$ cat src/rtl/cordic_rot_pkg.sv
// cordic_rot_pkg
// Shared constants for the rotation pipeline. The micro-rotation angle
// table is held at an 18-bit reference angle width (2^17 = pi). Wider
// angle buses scale it up by a left shift. Angle widths below the
// reference are not supported.
package cordic_rot_pkg;

    localparam int unsigned REF_ANG_W = 18;

    // atan(2^-idx) expressed in units of pi / 2^17
    function automatic logic signed [31:0] step_angle(input int unsigned idx);
        logic signed [31:0] val;
        case (idx)
            0:       val = 32'sd32768;
            1:       val = 32'sd19344;
            2:       val = 32'sd10221;
            3:       val = 32'sd5188;
            4:       val = 32'sd2604;
            5:       val = 32'sd1303;
            6:       val = 32'sd652;
            7:       val = 32'sd326;
            8:       val = 32'sd163;
            9:       val = 32'sd81;
            10:      val = 32'sd41;
            11:      val = 32'sd20;
            12:      val = 32'sd10;
            13:      val = 32'sd5;
            14:      val = 32'sd3;
            15:      val = 32'sd1;
            default: val = 32'sd41722 >>> idx;
        endcase
        return val;
    endfunction

endpackage

$ cat src/rtl/cordic_sat_addsub.sv
// cordic_sat_addsub
// Two's-complement add or subtract of W-bit operands with sign-holding
// saturation. The true result is formed one bit wider. If it does not
// fit in W bits, the output clamps to the largest magnitude carrying the
// true sign, so a crossing past full scale never flips the sign.
// Purely combinational.
module cordic_sat_addsub #(
    parameter int unsigned W = 18
) (
    input  logic signed [W-1:0] op_a,
    input  logic signed [W-1:0] op_b,
    input  logic                do_sub,
    output logic signed [W-1:0] result
);

    localparam logic signed [W-1:0] POS_MAX = {1'b0, {(W-1){1'b1}}};
    localparam logic signed [W-1:0] NEG_MAX = {1'b1, {(W-1){1'b0}}};

    logic signed [W:0] wide_a;
    logic signed [W:0] wide_b;
    logic signed [W:0] wide_sum;

    // one extra bit keeps the true result and its sign
    always_comb begin
        wide_a   = {op_a[W-1], op_a};
        wide_b   = {op_b[W-1], op_b};
        wide_sum = do_sub ? (wide_a - wide_b) : (wide_a + wide_b);
    end

    // clamp when the top two bits of the wide result disagree
    always_comb begin
        if (wide_sum[W] != wide_sum[W-1])
            result = wide_sum[W] ? NEG_MAX : POS_MAX;
        else
            result = wide_sum[W-1:0];
    end

endmodule

$ cat src/rtl/cordic_micro_stage.sv
// cordic_micro_stage
// One circular-rotation micro-step. The sign of the incoming angle picks
// the direction that drives it toward zero. Cross terms come from fixed
// arithmetic shifts by SHIFT, so no variable shifter is built. The step
// angle is a constant parameter. All outputs are registered (one clock),
// and a synchronous active-low reset clears data and valid.
module cordic_micro_stage #(
    parameter int unsigned              DATA_W = 18,
    parameter int unsigned              ANG_W  = 18,
    parameter int unsigned              SHIFT  = 0,
    parameter logic signed [ANG_W-1:0]  STEP   = '0
) (
    input  logic                     clk,
    input  logic                     rst_n,
    input  logic                     in_vld,
    input  logic signed [DATA_W-1:0] x_in,
    input  logic signed [DATA_W-1:0] y_in,
    input  logic signed [ANG_W-1:0]  z_in,
    output logic                     out_vld,
    output logic signed [DATA_W-1:0] x_out,
    output logic signed [DATA_W-1:0] y_out,
    output logic signed [ANG_W-1:0]  z_out
);

    localparam int unsigned DM = DATA_W - 1;

    logic                     dir_pos;
    logic signed [DATA_W-1:0] x_sh;
    logic signed [DATA_W-1:0] y_sh;
    logic signed [DATA_W-1:0] x_nxt;
    logic signed [DATA_W-1:0] y_nxt;
    logic signed [ANG_W-1:0]  z_nxt;

    // direction from angle sign, cross terms from wired shifts
    always_comb begin
        dir_pos = ~z_in[ANG_W-1];
        x_sh    = x_in >>> SHIFT;
        y_sh    = y_in >>> SHIFT;
    end

    cordic_sat_addsub #(.W(DATA_W)) u_x_add (
        .op_a(x_in), .op_b(y_sh), .do_sub(dir_pos), .result(x_nxt)
    );

    cordic_sat_addsub #(.W(DATA_W)) u_y_add (
        .op_a(y_in), .op_b(x_sh), .do_sub(~dir_pos), .result(y_nxt)
    );

    cordic_sat_addsub #(.W(ANG_W)) u_z_add (
        .op_a(z_in), .op_b(STEP), .do_sub(dir_pos), .result(z_nxt)
    );

    // stage register with synchronous clear
    always_ff @(posedge clk) begin
        if (!rst_n) begin
            out_vld <= 1'b0;
            x_out   <= '0;
            y_out   <= '0;
            z_out   <= '0;
        end else begin
            out_vld <= in_vld;
            x_out   <= x_nxt;
            y_out   <= y_nxt;
            z_out   <= z_nxt;
        end
    end


    no_wrap_x_chk: assert property (@(posedge clk) disable iff (!rst_n)
        (!dir_pos && (x_in[DM] == y_sh[DM])) |=> (x_out[DM] == $past(x_in[DM])));


    no_wrap_y_chk: assert property (@(posedge clk) disable iff (!rst_n)
        (dir_pos && (y_in[DM] == x_sh[DM])) |=> (y_out[DM] == $past(y_in[DM])));


    vld_step_chk: assert property (@(posedge clk) disable iff (!rst_n)
        in_vld |=> out_vld);

endmodule

$ cat src/rtl/cordic_rot_pipe.sv
// cordic_rot_pipe
// Fully pipelined circular-rotation CORDIC: NUM_STAGES micro-stages, one
// register each, so latency equals NUM_STAGES clocks and one operand is
// accepted per clock. Assumes input angles in [-pi/2, +pi/2] (2^(ANG_W-1)
// = pi) and ANG_W of at least 18. The output length carries the stage gain;
// no compensation multiplier is present.
module cordic_rot_pipe #(
    parameter int unsigned NUM_STAGES = 16,
    parameter int unsigned DATA_W     = 18,
    parameter int unsigned ANG_W      = 18
) (
    input  logic                     clk,
    input  logic                     rst_n,
    input  logic                     in_vld,
    input  logic signed [DATA_W-1:0] in_x,
    input  logic signed [DATA_W-1:0] in_y,
    input  logic signed [ANG_W-1:0]  in_ang,
    output logic                     out_vld,
    output logic signed [DATA_W-1:0] out_x,
    output logic signed [DATA_W-1:0] out_y,
    output logic signed [ANG_W-1:0]  out_ang
);

    import cordic_rot_pkg::*;

    localparam int unsigned ANG_UP = ANG_W - REF_ANG_W;

    logic                     vld_c [0:NUM_STAGES];
    logic signed [DATA_W-1:0] x_c   [0:NUM_STAGES];
    logic signed [DATA_W-1:0] y_c   [0:NUM_STAGES];
    logic signed [ANG_W-1:0]  z_c   [0:NUM_STAGES];

    // chain head is the raw operand
    always_comb begin
        vld_c[0] = in_vld;
        x_c[0]   = in_x;
        y_c[0]   = in_y;
        z_c[0]   = in_ang;
    end

    for (genvar g = 0; g < NUM_STAGES; g++) begin : g_stage
        localparam logic signed [ANG_W-1:0] STEP_ANG =
            ANG_W'(step_angle(g) <<< ANG_UP);

        cordic_micro_stage #(
            .DATA_W(DATA_W),
            .ANG_W (ANG_W),
            .SHIFT (g),
            .STEP  (STEP_ANG)
        ) u_stage (
            .clk    (clk),
            .rst_n  (rst_n),
            .in_vld (vld_c[g]),
            .x_in   (x_c[g]),
            .y_in   (y_c[g]),
            .z_in   (z_c[g]),
            .out_vld(vld_c[g+1]),
            .x_out  (x_c[g+1]),
            .y_out  (y_c[g+1]),
            .z_out  (z_c[g+1])
        );
    end

    // chain tail drives the ports
    always_comb begin
        out_vld = vld_c[NUM_STAGES];
        out_x   = x_c[NUM_STAGES];
        out_y   = y_c[NUM_STAGES];
        out_ang = z_c[NUM_STAGES];
    end


    rst_clr_chk: assert property (@(posedge clk)
        !rst_n |=> !out_vld);

endmodule

$ cat config.mk
export PLATFORM = sky130hd
export DESIGN_NAME = cordic_rot_pipe
export DESIGN_NICKNAME = d
export VERILOG_FILES = /design/src/rtl/cordic_rot_pkg.sv /design/src/rtl/cordic_sat_addsub.sv /design/src/rtl/cordic_micro_stage.sv /design/src/rtl/cordic_rot_pipe.sv
export SDC_FILE = /design/constraint.sdc
export NUM_CORES = 2
export LEC_CHECK = 0
export BUFFER_PORTS_ARGS = -buffer_cell sky130_fd_sc_hd__buf_2
export CELL_PAD_IN_SITES_DETAIL_PLACEMENT = 0
export CELL_PAD_IN_SITES_GLOBAL_PLACEMENT = 2
export CORE_MARGIN = 4
export CORE_UTILIZATION = 40
export CTS_BUF_LIST = sky130_fd_sc_hd__clkbuf_8 sky130_fd_sc_hd__clkbuf_16
export DETAILED_ROUTE_END_ITERATION = 12
export PLACE_DENSITY_LB_ADDON = 0.1
export SETUP_SLACK_MARGIN = 0.1
export SLEW_MARGIN = 40
export SYNTH_ARGS = -nofsm -noshare
export SYNTH_HDL_FRONTEND = slang
export SYNTH_SLANG_ARGS = --single-unit
export TNS_END_PERCENT = 20
$ cat constraint.sdc
create_clock -name clk -period 10.55 [get_ports clk]
set_input_delay 1.5825 -clock clk [delete_from_list [all_inputs] [get_ports clk]]
set_output_delay 1.5825 -clock clk [all_outputs]
set_load 0.02 [all_outputs]
==> reports/qor.txt <==
DRT Pass-1 Iters -> 5
relative slew slack -> 45.2%
Sinks on Clock Net -> 880
measured slew at the worst slew-check pin -> 0.816 ns
vias in the first global route -> 58000
Hold Path End -> g_stage[11].u_stage.out_vld
number of synthesis warnings -> 0
Synth area leaders -> dfxtp_1, ha_1, xnor2_1
die span in x -> 424 um
drt drc -> 0
Initial Util -> 40.3%
synthesized area per cell -> 8.20 sq um
Setup CP Type -> in -> reg
Seq/Total Area, Yosys -> 25.4%
final hold vios -> 0
Max H-tree Level -> 3
post-cts sizing count -> 0
initial antenna violation count -> 2
Post-Route Setup TNS -> 0 ns
Filler Cell Count -> 17400
FF+latch count, synth -> 880
Post-DP HPWL -> 152000 um
GRT Residual Overflow -> 0
slowest stage delay, CP -> 0.65 ns
outcome -> finished clean
IO Pins -> 112
wire per inst -> 17.4 um
Max Freq -> 213 MHz
CTS tree -> yes
Tot GR Track Use -> 20.6%
Via density -> 5.43
worst setup margin -> 5.85 ns
R2R cell count -> 11
Min-Delay Startpoint -> g_stage[10].u_stage.out_vld
area leader, netlist -> dfxtp_1
# setup viols final -> 0
Max clock buf depth -> 3
CP arrival -> 5.26 ns
Sequential Area -> 17600 sq um
top-area cell type share of the netlist area -> 25.4%
Die H -> 424 um
main flop type after synthesis -> dfxtp_1
DP Worst Slack -> 5.31 ns
synthesis-to-finish area growth -> 9.88%
min-delay worst type -> reg -> reg
simple-gate share of the synthesized area -> 14.6%
Num CTS Buffers -> 108
MaxCap Viol Count -> 0
Compound-Gate Fraction of Synth Area -> 26.2%
Setup Buffers After CTS -> 0
Iter 0 DRT Violations -> 3357
cell-by-cell trace of the critical path -> buf_2 -> inv_1 -> ha_1 -> inv_1 -> nor3_1 -> inv_1 -> o31ai_1 -> a31oi_1 -> o21ai_0 -> a21boi_1 -> o21ai_2 -> a21oi_1
Synth top cells by count -> ha_1, dfxtp_1, a21oi_1
Layout Utilization -> 44.3%
Crit Reg-Reg Startpoint -> g_stage[13].u_stage.z_out[17]
layout cells sized above 1 -> 6.17%
# hold bufs at CTS -> 0
CTS root buf -> clkbuf_16
fin nets -> 9510
r2r setup slk -> 5.86 ns
Syn Inst Count -> 8463
Fin Clk Skew -> 0.0227 ns
CP max stage cell -> o21ai_2
hold path depth -> 1
latest clock arrival within the worst-skew pair -> 0.73 ns
drt total wl -> 190000 um
Post-Synth XOR/XNOR Area -> 11.6%
Worst Path Required -> 11.11 ns
largest family of logic cells by synthesized area -> compound AO/OA/AOI/OAI gates
post-synthesis adder-cell area fraction -> 17.6%
WHS -> 0.421 ns
Worst-path clk slew -> 0.06 ns
CP startpoint kind -> input port
DRT antenna net count -> 0
RePlAce Congestion -> 0.866
most used cell, CP -> inv_1
Core Area -> 172000 sq um
mux cell area share after synthesis -> 1.12%
most common cell in the netlist -> ha_1
Slew Limit Fails -> 0
largest net degree at the start of global routing -> 54
Mapped Nets -> 9468
Final period util -> 44.5%
Unique masters post-synth -> 109
PortBufs -> 111
Crit Path Max Fanout -> 17
number of cell rows -> 152
first-pass GRT wire length -> 309000 um
CP Capture Type -> flop
area of the die -> 180000 sq um
vias -> 59200
RSZ-0062 raised after global routing -> no
area of the multi-input gates -> 49500 sq um
Post-Syn Area -> 69400 sq um
Post-synth EDFFs -> 0
RR Endpoint -> g_stage[14].u_stage.x_out[14]
Final Critical Period -> 4.70 ns
FFs w/ async S/R, synth -> 0%
[how the worst max path moves through the flow]
stage	start	end	slack, ns
after global placement	in_x[9]	g_stage[0].u_stage.y_out[0]	5.04
after detailed placement	in_x[9]	g_stage[0].u_stage.y_out[0]	5.31
final	in_x[9]	g_stage[0].u_stage.y_out[0]	5.85
after global routing	g_stage[13].u_stage.z_out[17]	g_stage[14].u_stage.x_out[10]	5.22
after floorplan	in_x[8]	g_stage[0].u_stage.x_out[10]	6.40
after CTS	g_stage[12].u_stage.z_out[17]	g_stage[13].u_stage.y_out[11]	5.80
[kinds of logic (layout without fill, tap and decap cells)]
family | count (synthesis) | after routing
buf+inv | 635 | 767
other cells | 0 | 2
compound gates | 2932 | 2932
xor+xnor | 912 | 912
flops | 880 | 880
mux | 73 | 73
simple gates | 2083 | 2083
fa+ha+maj | 948 | 948
[registers in the layout, indices dropped and copies added, names as in the netlist]
register,count
g_stage.u_stage.z_out,288
g_stage.u_stage.x_out,288
g_stage.u_stage.out_vld,16
g_stage.u_stage.y_out,288
[cells in the final DEF (no fill, tap or decap), types with 83 or more instances in the layout]
cell / instances
xnor2_1: 497
nor2_1: 686
buf_2: 110
o21ai_0: 793
a21o_1: 416
o21bai_1: 83
dfxtp_1: 880
nor3_1: 186
nor2b_1: 103
a31oi_1: 98
clkbuf_16: 108
nand2b_1: 130
o21a_1: 96
nand3_1: 164
a211oi_1: 92
nand2_1: 405
ha_1: 899
xor2_1: 413
inv_1: 436
a21oi_1: 866
[worst max-delay path: cells and delay by family]
kind,cells,cell delay (ns)
AOI/OAI and AO/OA,6,1.96
and+or+nand+nor,1,0.61
adders and majority gates,1,0.58
buffers and inverters,4,0.51
[cell type report]
type                            instances  share of cell area [%]
Tap cell                             2310                    3.79
Sequential cell                       880                    23.1
Inverter                              427                    2.11
Clock buffer                          126                    3.87
Clock inverter                         74                    1.21
Antenna cell                            2                 0.00657
Timing Repair Buffer                  140                    1.02
Multi-Input combinational cell       6948                    64.9
[per-layer routing]
layer | up-vias | part of all wire (%) | GRT usage [%]
li1 | 30600 | - | -
met1 | 27600 | 50 | 28.8
met2 | 785 | 46 | 34.4
met3 | 199 | 2.9 | 1.98
met4 | 0 | 1.7 | 4.31
met5 | - | 0 | 0
[metrics by stage]
step / std cells / area [sq um]
after global routing: 10900 / 76200
after floorplan: 8463 / 69400
after CTS: 10900 / 76200
after global placement: 10700 / 72200
after detailed placement: 10700 / 72300
final: 10900 / 76200
Power is left out: the tool's default activity adds up to more than one toggle a clock period on the data nets, which glitch-free logic cannot reach.
